**config.mk**
```make
export PLATFORM = sky130hd
export DESIGN_NAME = trig_pin_map
export DESIGN_NICKNAME = d
export VERILOG_FILES = /design/src/rtl/trig_pin_map.sv
export SDC_FILE = /design/constraint.sdc
export NUM_CORES = 1
export LEC_CHECK = 0
export BUFFER_PORTS_ARGS = -buffer_cell sky130_fd_sc_hd__buf_2
export CAP_MARGIN = 30
export CORE_ASPECT_RATIO = 2
export CORE_UTILIZATION = 57
export CTS_CLUSTER_SIZE = 8
export DETAILED_ROUTE_END_ITERATION = 8
export GPL_TIMING_DRIVEN = 1
export MAX_ROUTING_LAYER = met4
export PLACE_DENSITY = 0.82
export SYNTH_ARGS = -nofsm -noshare
export SYNTH_HDL_FRONTEND = slang
export SYNTH_SLANG_ARGS = --single-unit
```
**constraint.sdc**
```tcl
create_clock -name clk -period 2 [get_ports clk]
set_input_delay 0.5 -clock clk [delete_from_list [all_inputs] [get_ports clk]]
set_output_delay 0.5 -clock clk [all_outputs]
set_load 0.1 [all_outputs]
```
**src/rtl/trig_pin_map.sv**
```systemverilog
module trig_pin_map #(
  parameter int NPINS = 10,
  localparam int CW = 2 * NPINS
) (
  input  logic             clk,
  input  logic             rst_n,
  input  logic             cfg_we,
  input  logic             cfg_sel,
  input  logic [CW-1:0]    cfg_wdata,
  input  logic [NPINS-1:0] pin_in,
  input  logic             sync_pulse,
  output logic [NPINS-1:0] pin_out,
  output logic             trig_level,
  output logic             trig_event
);

  logic [CW-1:0]    src_map, dst_map;
  logic [NPINS-1:0] meta_q, sync_q, hit;
  logic             lvl_now;

  always_ff @(posedge clk or negedge rst_n) begin
    if (!rst_n) begin
      src_map <= '0;
      dst_map <= '0;
    end else if (cfg_we) begin
      if (cfg_sel) dst_map <= cfg_wdata;
      else         src_map <= cfg_wdata;
    end
  end

  always_ff @(posedge clk or negedge rst_n) begin
    if (!rst_n) begin
      meta_q <= '0;
      sync_q <= '0;
    end else begin
      meta_q <= pin_in;
      sync_q <= meta_q;
    end
  end

  for (genvar g = 0; g < NPINS; g++) begin : g_pin
    assign hit[g]     = src_map[2*g+1] & ~(sync_q[g] ^ src_map[2*g]);
    assign pin_out[g] = dst_map[2*g+1] & ~(sync_pulse ^ dst_map[2*g]);
  end

  assign lvl_now = |hit;

  always_ff @(posedge clk or negedge rst_n) begin
    if (!rst_n) begin
      trig_level <= 1'b0;
      trig_event <= 1'b0;
    end else begin
      trig_level <= lvl_now;
      trig_event <= lvl_now & ~trig_level;
    end
  end

endmodule

```
# Yosys cells after proc, flatten, opt, wreduce, memory -nomap -nowiden
# Cells that the tools add are included.
# op_classes
n_reduce_logical	3
bitwise	63
# op_table
operator	count
NOT 1 bit	22
AND 1 bit	21
bitwise XOR 1 bit	20
OR reduction 10 bit	1
AND reduction 2 bit	2
# totals
wordCells	72
out_inout_bits	12
inputBits	35
regBits	62

# Logic depth before layout (Yosys ltp)
# Gate-level depths: netlist of the first run.
# logic_depth
ltp_word	5
mapped_depth	4
ltp_nobuf	4

# Worst setup path after synthesis of the first run
# Ideal clock, no wire load.
# synth_timing
kind	input -> output
start	in sync_pulse
end	out pin_out[1]
required_time_ps	1500
cell_stages	3
arrival_ps	1628
setup_slack_ps	-128
cell_sequence	buf_2 -> xnor2_1 -> and2_1
# synth_via
elab_chain_cells	3
# synth_rtl
element	line	rtl
start, declared	11	input logic sync_pulse,
bitwise XOR 1 bit	43	assign pin_out[g] = dst_map[2*g+1] & ~(sync_pulse ^ dst_map[2*g]);
NOT 1 bit	43	
AND 1 bit	43	
end, declared	12	output logic [NPINS-1:0] pin_out,
# No other way between the ends.

# Final worst setup path of the first run
# layout_timing
start	in sync_pulse
end	out pin_out[3]
# Same word-level chain as after synthesis.

==> results of run 1 <==
==> worst max path at each step <==
stage                       to       start  cells past startpoint  slack [ps]
floorplan           pin_out[1]  sync_pulse                      3         160
global placement    pin_out[1]  sync_pulse                      4         180
detailed placement  pin_out[3]  sync_pulse                      4         120
CTS                 pin_out[3]  sync_pulse                      4         130
global route        pin_out[4]  sync_pulse                      4         110
finish              pin_out[3]  sync_pulse                      4         140
==> through the flow <==
step,hold slack [ps],std cells
4_1_cts,160,257
6_report,151,257
3_5_place_dp,335,241
5_1_grt,176,257
2_1_floorplan,204,146
3_3_place_gp,332,241
==> flip-flops by register name (all words and copies together), names as in the netlist <==
name	flops
sync_q	10
dst_map	20
trig_level	1
src_map	20
trig_event	1
meta_q	10
==> cells in the final DEF (no fill, tap or decap), drive strengths merged <==
cell / count
a22o: 1
a22oi: 3
mux2: 40
a221oi: 1
dfrtp: 62
nor2b: 1
nand2: 1
buf: 49
nand4: 1
xnor2: 20
clkinvlp: 1
inv: 1
clkinv: 2
and2: 10
bufinv: 2
a41oi: 1
clkbuf: 10
==> kinds of logic (layout without fill, tap and decap cells) <==
| family | Yosys count | after routing | synth area share (%) |
|---|---|---|---|
| DFF | 62 | 62 | 66.4 |
| muxes | 40 | 40 | 19.3 |
| xor gates and xnor gates | 20 | 20 | 7.50 |
| and+or+nand+nor | 13 | 13 | 3.37 |
| AOI/OAI and AO/OA | 6 | 6 | 2.36 |
| buffers and inverters | 5 | 65 | 1.07 |
==> critical path, delay by kind of cell <==
kind / cells / cell delay [ps]
AND/OR/NAND/NOR: 1 / 200
XOR/XNOR: 1 / 180
buffers and inverters: 2 / 480
==> routing by layer <==
metal | track usage, % | routed length [um] | part of all wire, % | vias up
met5 | - | 0 | 0 | -
met1 | 28.3 | 1620 | 39 | 684
met4 | 10.0 | 72 | 1.7 | 0
met2 | 36.2 | 2330 | 56 | 40
met3 | 7.60 | 161 | 3.9 | 7
li1 | - | - | - | 611
==> report_power, final <==
part	total [uW]	internal (uW)	switching [uW]
logic	840	357	483
clock network	1240	743	498
registers	1490	1400	87.3
==> final cells by class <==
class | instances | share of cell area [%]
flip-flops and latches | 62 | 51.1
multi-input cells | 79 | 25.5
repair buffers | 49 | 13.7
clock buffers | 10 | 4.53
clock inverters | 6 | 3.09
well taps | 51 | 2.10
==> results by group, run 1 <==
CTS
  – CTS Root Cell: clkbuf_8
  – CTS sink cnt: 62
  – Worst-skew pair later-pin latency: 340 ps
  – CTS max path bufs: 2
  – Post-CTS resize count: 0
  – Postcts setup bufs: 0
  – CTS buffer count: 9
  – CTS tree: built
  – H-tree level count: 3
  – CTS Hold Bufs: 0
  – Clock-pin transition on the worst setup and hold timing paths: 70 ps

Die
  – Core area: 3880 um^2
  – # rows: 32
  – Initial Util: 60.1%
  – Die H: 92.5 um
  – Ports: 47
  – Die area: 4370 um^2
  – Die Span X: 47.3 um

Drt
  – Vias per cell: 5.22
  – Drt first pass iters: 4
  – DRT iter0 DRCs: 30
  – # DRC: 0
  – Post-Route WL: 4180 um
  – Final ANT Viol Nets: 0
  – Via count: 1342
  – Routed WL per cell: 16.3 um

Global route
  – First-pass GRT wire length: 6750 um
  – Gr usage total: 23.8%
  – Gr ovfl total: 0
  – Largest net degree at the start of global routing: 63
  – Initial antenna violation count: 0
  – Vias in the first global route: 1421

Synthesis
  – Synth top area share: 66.4%
  – Register bit total from synthesis: 62
  – Main area contributors after synthesis: dfrtp_1 (66%), mux2_2 (18%), xnor2_1 (7.5%), and2_1 (2.7%), mux2_1 (1.4%)
  – Post-synthesis sequential area ratio: 66.4%
  – Dominant cell type by area after synthesis: dfrtp_1
  – Top-count cell post-synth: dfrtp_1
  – Post-synth EDFFs: 0
  – Avg Cell Area, Syn: 16.0 um^2
  – Library cells used by synthesis: 13
  – Synthesized area: 2340 um^2
  – Net Count, Synth: 181
  – Ys flop type: dfrtp_1
  – Top post-synthesis cells by count: dfrtp_1 (62), mux2_2 (37), xnor2_1 (20)
  – Synth Warn #: 0
  – FFs w/ async S/R, synth: 100%
  – Syn Inst Count: 146

STA
  – Fin crit period: 1860 ps
  – RSZ-0062 raised after global routing: false
  – Slew @ Worst Pin: 484 ps
  – Hold Vio Cnt, Final: 0
  – Slew Limit Fails: 0
  – Period Utilization, post-route: 93.0%
  – Clock Skew: 7.01 ps
  – Max Fclk: 538 MHz
  – TNS Setup: 0 ps
  – Fin worst setup slack: 141 ps
  – Final Setup Violations: 0
  – Max_slew headroom: 67.9%

Critical path
  – CP required: 1500 ps
  – R2R Path End: trig_event
  – Largest stage delay on the critical path: 310 ps
  – CP arrival: 1360 ps
  – Crit path cell chain: buf_2 > xnor2_1 > and2_2 > buf_12
  – Setup Crit Path Kind: in -> out
  – Startpoint Class: primary input
  – Worst r2r path cells: 4
  – Worst R2R Start: src_map[14]
  – Reg-to-reg slack, setup: 680 ps
  – CP max stage cell: buf_2
  – Worst Path Max Fanout: 10
  – Setup crit end kind: primary output

Final layout
  – Fin util: 78.2%
  – Fillers: 238
  – Register area: 1550 um^2
  – Post-synthesis to final-layout area growth: 30.0%
  – Cell area after layout: 3040 um^2
  – Share of layout cells above drive strength 1: 55.3%
  – Final net count: 236
  – # diodes: 0
  – Area occupied by multi-input gates: 774 um^2

Power and ir drop
  – Power, Total: 3570 uW
  – Power per Cell Area: 1180 nW/um^2
  – Pleak: 0.00134 uW
  – Max VDD drop: 0.000941 V

Hold path
  – Hold Path Class: in -> async

Place
  – Dpl ws: 119 ps
  – RePlAce Congestion: 0.748
  – IO Port Bufs: 46
  – HPWL after DPL: 2860 um
  – Placed inst area: 2810 um^2

Flow run
  – Maximum Capacitance Violations: 0

Outcome
  – Status: finished clean
No activity file was read; power rests on OpenSTA's default activity.
==> run 2: changes to the inputs <==
--- a/config.mk
+++ b/config.mk
@@ -7,13 +7,15 @@
 export LEC_CHECK = 0
 export BUFFER_PORTS_ARGS = -buffer_cell sky130_fd_sc_hd__buf_2
 export CAP_MARGIN = 30
+export CELL_PAD_IN_SITES_DETAIL_PLACEMENT = 0
+export CELL_PAD_IN_SITES_GLOBAL_PLACEMENT = 1
 export CORE_ASPECT_RATIO = 2
-export CORE_UTILIZATION = 57
+export CORE_UTILIZATION = 48
 export CTS_CLUSTER_SIZE = 8
 export DETAILED_ROUTE_END_ITERATION = 8
 export GPL_TIMING_DRIVEN = 1
 export MAX_ROUTING_LAYER = met4
-export PLACE_DENSITY = 0.82
+export PLACE_DENSITY = 0.83
 export SYNTH_ARGS = -nofsm -noshare
 export SYNTH_HDL_FRONTEND = slang
 export SYNTH_SLANG_ARGS = --single-unit
==> run 2 against run 1 <==
Against the previous run: first-iteration DRC count fell by 50%; sequential share of layout area is 0.90 points higher; critical path type unchanged; non-clock buffer count did not move; power shrank 8.2%; fmax grew 0.77%; core utilization is 14 points lower.
==> results by group, run 2 (same netlist as run 1, synthesis figures left out) <==
CTS
  – CTS sink cnt: 62 (unchanged)
  – CTS buffer count: 9 (unchanged)
  – Worst-skew pair later-pin latency: 320 ps (-20 ps)
  – Postcts setup bufs: 0 (unchanged)
  – Post-CTS resize count: 0 (unchanged)
  – CTS tree: built
  – CTS Hold Bufs: 0 (unchanged)
  – CTS Root Cell: clkbuf_8
  – Clock-pin transition on the worst setup and hold timing paths: 60 ps (about the same)
  – H-tree level count: 3 (unchanged)
  – CTS max path bufs: 2 (unchanged)

Place
  – RePlAce Congestion: 0.733 (-2.0%)
  – Placed cell count: 245 (+1.7%)
  – HPWL after DPL: 2880 um (+0.75%)
  – IO Port Bufs: 46 (unchanged)

Power and ir drop
  – Clock power share: 29.0% (-5.8 points)
  – Sequential group share of total power: 45.3% (+3.6 points)
  – Pint: 2290 uW (-8.2%)
  – Pleak: 0.00132 uW (-1.6%)
  – Switching part of the total power: 29.9% (about the same)
  – Max VDD drop: 0.00101 V (+6.9%)
  – P_sw: 981 uW (-8.2%)
  – Power share of the combinational group: 25.7% (+2.2 points)
  – Power per Cell Area: 1100 nW/um^2 (-6.6%)

STA
  – RSZ-0062 raised after global routing: false
  – Hold Vio Cnt, Final: 0 (unchanged)
  – Final hold slack: 172 ps (+20.6 ps)
  – Fin crit period: 1850 ps (-14.2 ps)
  – Clock Skew: 3.36 ps (-3.65 ps)
  – Final Setup Violations: 0 (unchanged)
  – TNS Setup: 0 ps (unchanged)
  – Max_slew headroom: 68.1% (+0.11 points)
  – Period Utilization, post-route: 92.3% (-0.71 points)
  – Slew @ Worst Pin: 482 ps (-1.73 ps)
  – Max Fclk: 542 MHz (+0.77%)
  – Slew Limit Fails: 0 (unchanged)

Critical path
  – CP arrival: 1350 ps (about the same)
  – Setup crit end kind: primary output
  – Setup Crit Path Kind: in -> out
  – Startpoint Class: primary input
  – CP required: 1500 ps (about the same)
  – Worst Path Max Fanout: 10 (unchanged)

Drt
  – Routed WL per cell: 15.9 um (-2.1%)
  – Final ANT Viol Nets: 0 (unchanged)
  – Vias per cell: 5.07 (-2.8%)
  – DRT iter0 DRCs: 15 (-50%)
  – # DRC: 0 (unchanged)
  – Drt first pass iters: 4 (unchanged)
  – Post-Route WL: 4120 um (-1.4%)
  – Via count: 1314 (-2.1%)

Flow run
  – Maximum Capacitance Violations: 0 (unchanged)

Final layout
  – Fillers: 363 (+53%)
  – Most frequent cells in the layout: dfrtp_1 (62), mux2_2 (37), buf_2 (36)
  – # diodes: 0 (unchanged)
  – Most common cell after layout, fill and taps aside: dfrtp_1
  – Register area: 1550 um^2 (unchanged)
  – Post-synthesis to final-layout area growth: 27.7%
  – Non-Filler Instances: 259 (+0.78%)
  – Final net count: 236 (unchanged)
  – Biggest registers after layout: dst_map x20, src_map x20
  – Area occupied by multi-input gates: 774 um^2 (unchanged)
  – Share of layout cells above drive strength 1: 54.4% (-0.93 points)

Die
  – # rows: 35 (+9.4%)
  – Ports: 47 (unchanged)
  – Die area: 5170 um^2 (+18%)
  – Die Span X: 51.3 um (+8.6%)
  – Initial Util: 50.3% (-9.8 points)
  – Core area: 4640 um^2 (+20%)
  – Die H: 101 um (+8.8%)

Global route
  – Vias in the first global route: 1500 (+5.6%)
  – Largest net degree at the start of global routing: 63 (unchanged)
  – Gr usage total: 19.1% (-4.7 points)
  – Gr ovfl total: 0 (unchanged)
  – First-pass GRT wire length: 6830 um (+1.2%)
  – Initial antenna violation count: 0 (unchanged)

Hold path
  – Hold Path Class: in -> async

Outcome
  – Status: finished clean
-- run 2: cell types whose count changed in the layout (fill, tap and decap cells not counted), sizes merged --
cell | before | now
bufinv | 2 | 0
clkbuf | 10 | 13
clkinv | 2 | 1
inv | 1 | 0
clkinvlp | 1 | 0
-- run 2: final cells by class --
type	instances	share of cell area (%)
Clock inverter	1	0.168
Sequential cell	62	52.0
Multi-Input combinational cell	79	26.0
Tap cell	55	2.31
Timing Repair Buffer	49	13.9
Clock buffer	13	5.66
-- run 2: stage by stage --
step                setup slack, ps  instance area (um^2)  power (uW)  util, %
floorplan                       158                  2350        2050        -
global placement                152                  2810        2320     60.5
detailed placement              145                  2810        2350     60.5
CTS                             147                  2980        3310     64.3
global route                    122                  2980        3410     64.3
finish                          155                  2980        3280     64.3
-- run 2: metal layers --
layer  routed length (um)  vias to the layer above  GRT usage (%)  share of wire [%]
li1                     -                      602              -                  -
met1                 1640                      668           20.6                 40
met2                 2250                       37           32.1                 55
met3                  153                        7           5.43                3.7
met4                   76                        0           8.11                1.8
met5                    0                        -              -                  0
-- run 2: worst max-delay path: stages --
cell	delay, ps
buf_2	300
xnor2_1	170
and2_2	200
buf_12	180
-- run 2: power by group through the flow --
stage	clock network (uW)	logic (uW)	registers [uW]
finish	951	841	1480
global route	1030	883	1500
CTS	975	852	1480
detailed placement	0	848	1510
global placement	0	829	1490
floorplan	0	523	1520
-- run 2: worst paths after layout --
kind | from | end | slack [ps] | cells past startpoint
hold / removal | rst_n | dst_map[3] | 170 | 2
setup reg to reg | src_map[14] | trig_event | 700 | 4
hold reg to reg | meta_q[2] | sync_q[2] | 350 | 0
min in group clk | pin_in[5] | meta_q[5] | 280 | 1
setup / recovery | sync_pulse | pin_out[4] | 150 | 4
max in group asynchronous | rst_n | meta_q[4] | 1560 | 2
==> run 3: changes to the inputs <==
==> constraint.sdc (replaced) <==
create_clock -name clk -period 2.17 [get_ports clk]
set_input_delay 0.5425 -clock clk [delete_from_list [all_inputs] [get_ports clk]]
set_output_delay 0.5425 -clock clk [all_outputs]
set_load 0.1 [all_outputs]
==> run 3 against run 2 <==
Against the previous run: highest routed layer unchanged; non-clock buffer count grew 1; clock power increased by 17%; worst hold slack worse by 20 ps; register-to-register slack improved by 210 ps; sequential power decreased by 7%; power fell by 0.80%; first-iteration DRC count decreased by 53%; flip-flop and latch count did not move; final cell count up 0.77%; wire length up 1.8%.
==> results by group, run 3 (same netlist as run 1, synthesis figures left out) <==
CTS
  – CTS tree: built
  – CTS Hold Bufs: 0 (unchanged)
  – CTS sink cnt: 62 (unchanged)
  – Post-CTS resize count: 0 (unchanged)
  – H-tree level count: 3 (unchanged)
  – Worst-skew pair later-pin latency: 330 ps (about the same)
  – Postcts setup bufs: 0 (unchanged)
  – CTS max path bufs: 2 (unchanged)
  – CTS Root Cell: clkbuf_8
  – CTS buffer count: 9 (unchanged)
  – Clock-pin transition on the worst setup and hold timing paths: 60 ps (about the same)

Drt
  – Max layer used: met4
  – Met3 Wirelength: 200 um (+31%)
  – Vias per cell: 5.13 (+1.0%)
  – Post-Route WL: 4200 um (+1.8%)
  – Via count: 1338 (+1.8%)
  – Met2 routed WL: 2350 um (+4.2%)
  – # DRC: 0 (unchanged)
  – Final ANT Viol Nets: 0 (unchanged)
  – DRT iter0 DRCs: 7 (-8)
  – Met1 WL: 1490 um (-9.0%)
  – Routed WL per cell: 16.1 um (+0.99%)
  – Drt first pass iters: 4 (unchanged)

Final layout
  – Most frequent cells in the layout: dfrtp_1 (62), mux2_2 (37), buf_2 (36)
  – # diodes: 0 (unchanged)
  – Final net count: 237 (+0.42%)
  – Most common cell after layout, fill and taps aside: dfrtp_1
  – Share of layout cells above drive strength 1: 55.3% (+0.93 points)
  – Biggest registers after layout: dst_map x20, src_map x20
  – Fillers: 366 (+0.83%)
  – Post-synthesis to final-layout area growth: 29.6%
  – Cell area after layout: 3030 um^2 (+1.4%)

STA
  – TNS Setup: 0 ps (unchanged)
  – Hold Vio Cnt, Final: 0 (unchanged)
  – Slew @ Worst Pin: 483 ps (+0.414 ps)
  – Max Fclk: 508 MHz
  – RSZ-0062 raised after global routing: false
  – Clock Skew: 4.09 ps (+0.732 ps)
  – Fin crit period: 1970 ps
  – Final Setup Violations: 0 (unchanged)
  – Max_slew headroom: 68.0% (about the same)
  – Fin worst setup slack: 203 ps (+47.8 ps)
  – Slew Limit Fails: 0 (unchanged)
  – Period Utilization, post-route: 90.7%

Critical path
  – Worst R2R Start: src_map[14]
  – Reg-to-reg slack, setup: 910 ps (+210 ps)
  – CP arrival: 1420 ps (+70 ps)
  – Crit path cell chain: buf_2 > xnor2_1 > and2_2 > buf_12
  – CP required: 1630 ps (+130 ps)
  – Largest stage delay on the critical path: 300 ps (about the same)
  – Delay-heaviest family, CP: buffers and inverters
  – CP max stage cell: buf_2
  – Startpoint Class: primary input
  – Worst r2r path cells: 4 (unchanged)
  – Buffers and inverters on the worst path: 2 (unchanged)
  – Setup crit end kind: primary output
  – Setup crit end: pin_out[4]
  – Setup Crit Path Kind: in -> out
  – Critical Path Start: sync_pulse
  – R2R Path End: trig_event
  – Worst Path Max Fanout: 10 (unchanged)
  – CP Depth: 4 (unchanged)

Place
  – HPWL after DPL: 3030 um (+5.3%)
  – IO Port Bufs: 46 (unchanged)
  – RePlAce Congestion: 0.745 (+1.6%)
  – Dpl ws: 221 ps (+75.8 ps)
  – Placed inst area: 2810 um^2 (-0.18%)

Global route
  – First-pass GRT wire length: 7020 um (+2.7%)
  – Gr usage total: 20.1% (+1.1 points)
  – Vias in the first global route: 1519 (+1.3%)
  – Initial antenna violation count: 0 (unchanged)
  – Gr ovfl total: 0 (unchanged)
  – Largest net degree at the start of global routing: 23 (-63%)

Power and ir drop
  – Power per Cell Area: 1070 nW/um^2 (-2.2%)
  – Pleak: 0.00135 uW (+1.8%)
  – Max VDD drop: 0.000858 V (-15%)

Die
  – Die area: 5170 um^2 (unchanged)
  – Ports: 47 (unchanged)
  – Die Span X: 51.3 um (unchanged)
  – Initial Util: 50.3% (unchanged)
  – # rows: 35 (unchanged)
  – Die H: 101 um (unchanged)
  – Core area: 4640 um^2 (unchanged)

Outcome
  – Status: finished clean

Flow run
  – Maximum Capacitance Violations: 0 (unchanged)

Hold path
  – Hold Path Class: in -> async
run 3: how the worst min path moves through the flow:
stage / startpoint / slack (ps) / to / depth (start not counted)
floorplan: rst_n / 250 / dst_map[0] / 0
global placement: meta_q[4] / 330 / sync_q[4] / 0
detailed placement: meta_q[7] / 330 / sync_q[7] / 0
CTS: rst_n / 150 / sync_q[1] / 1
global route: rst_n / 180 / sync_q[1] / 1
finish: rst_n / 150 / dst_map[2] / 1
run 3: cell type report:
cell class / count / area, um^2 / area share [%]
Timing Repair Buffer: 50 / 410 / 13.6
Sequential cell: 62 / 1550 / 51.3
Tap cell: 55 / 68.8 / 2.27
Clock inverter: 4 / 70.1 / 2.32
Multi-Input combinational cell: 79 / 774 / 25.6
Clock buffer: 11 / 151 / 5.00
run 3: power by group:
group          internal [uW]  switching, uW  total, uW
clock network            699            412       1110
logic                    328            444        771
registers               1290           75.8       1370
run 3: worst register-to-register path, stage by stage, from the launching register on:
cell,delay (ps)
dfrtp_1,390
xnor2_1,130
a22o_1,230
a221oi_2,210
a41oi_1,150
run 3: per-stage QoR:
step / hold WS, ps / power [uW] / instances / utilization (%)
floorplan: 247 / 1890 / 146 / -
global placement: 334 / 2140 / 246 / 60.4
detailed placement: 335 / 2170 / 246 / 60.4
CTS: 155 / 3290 / 261 / 65.2
global route: 177 / 3370 / 261 / 65.2
finish: 151 / 3250 / 261 / 65.2
run 3: metal layers:
layer | vias to the layer above | GRT usage [%]
met3 | 13 | 4.83
met1 | 672 | 19.8
met4 | 0 | 15.0
met5 | - | -
li1 | 607 | -
met2 | 46 | 33.3
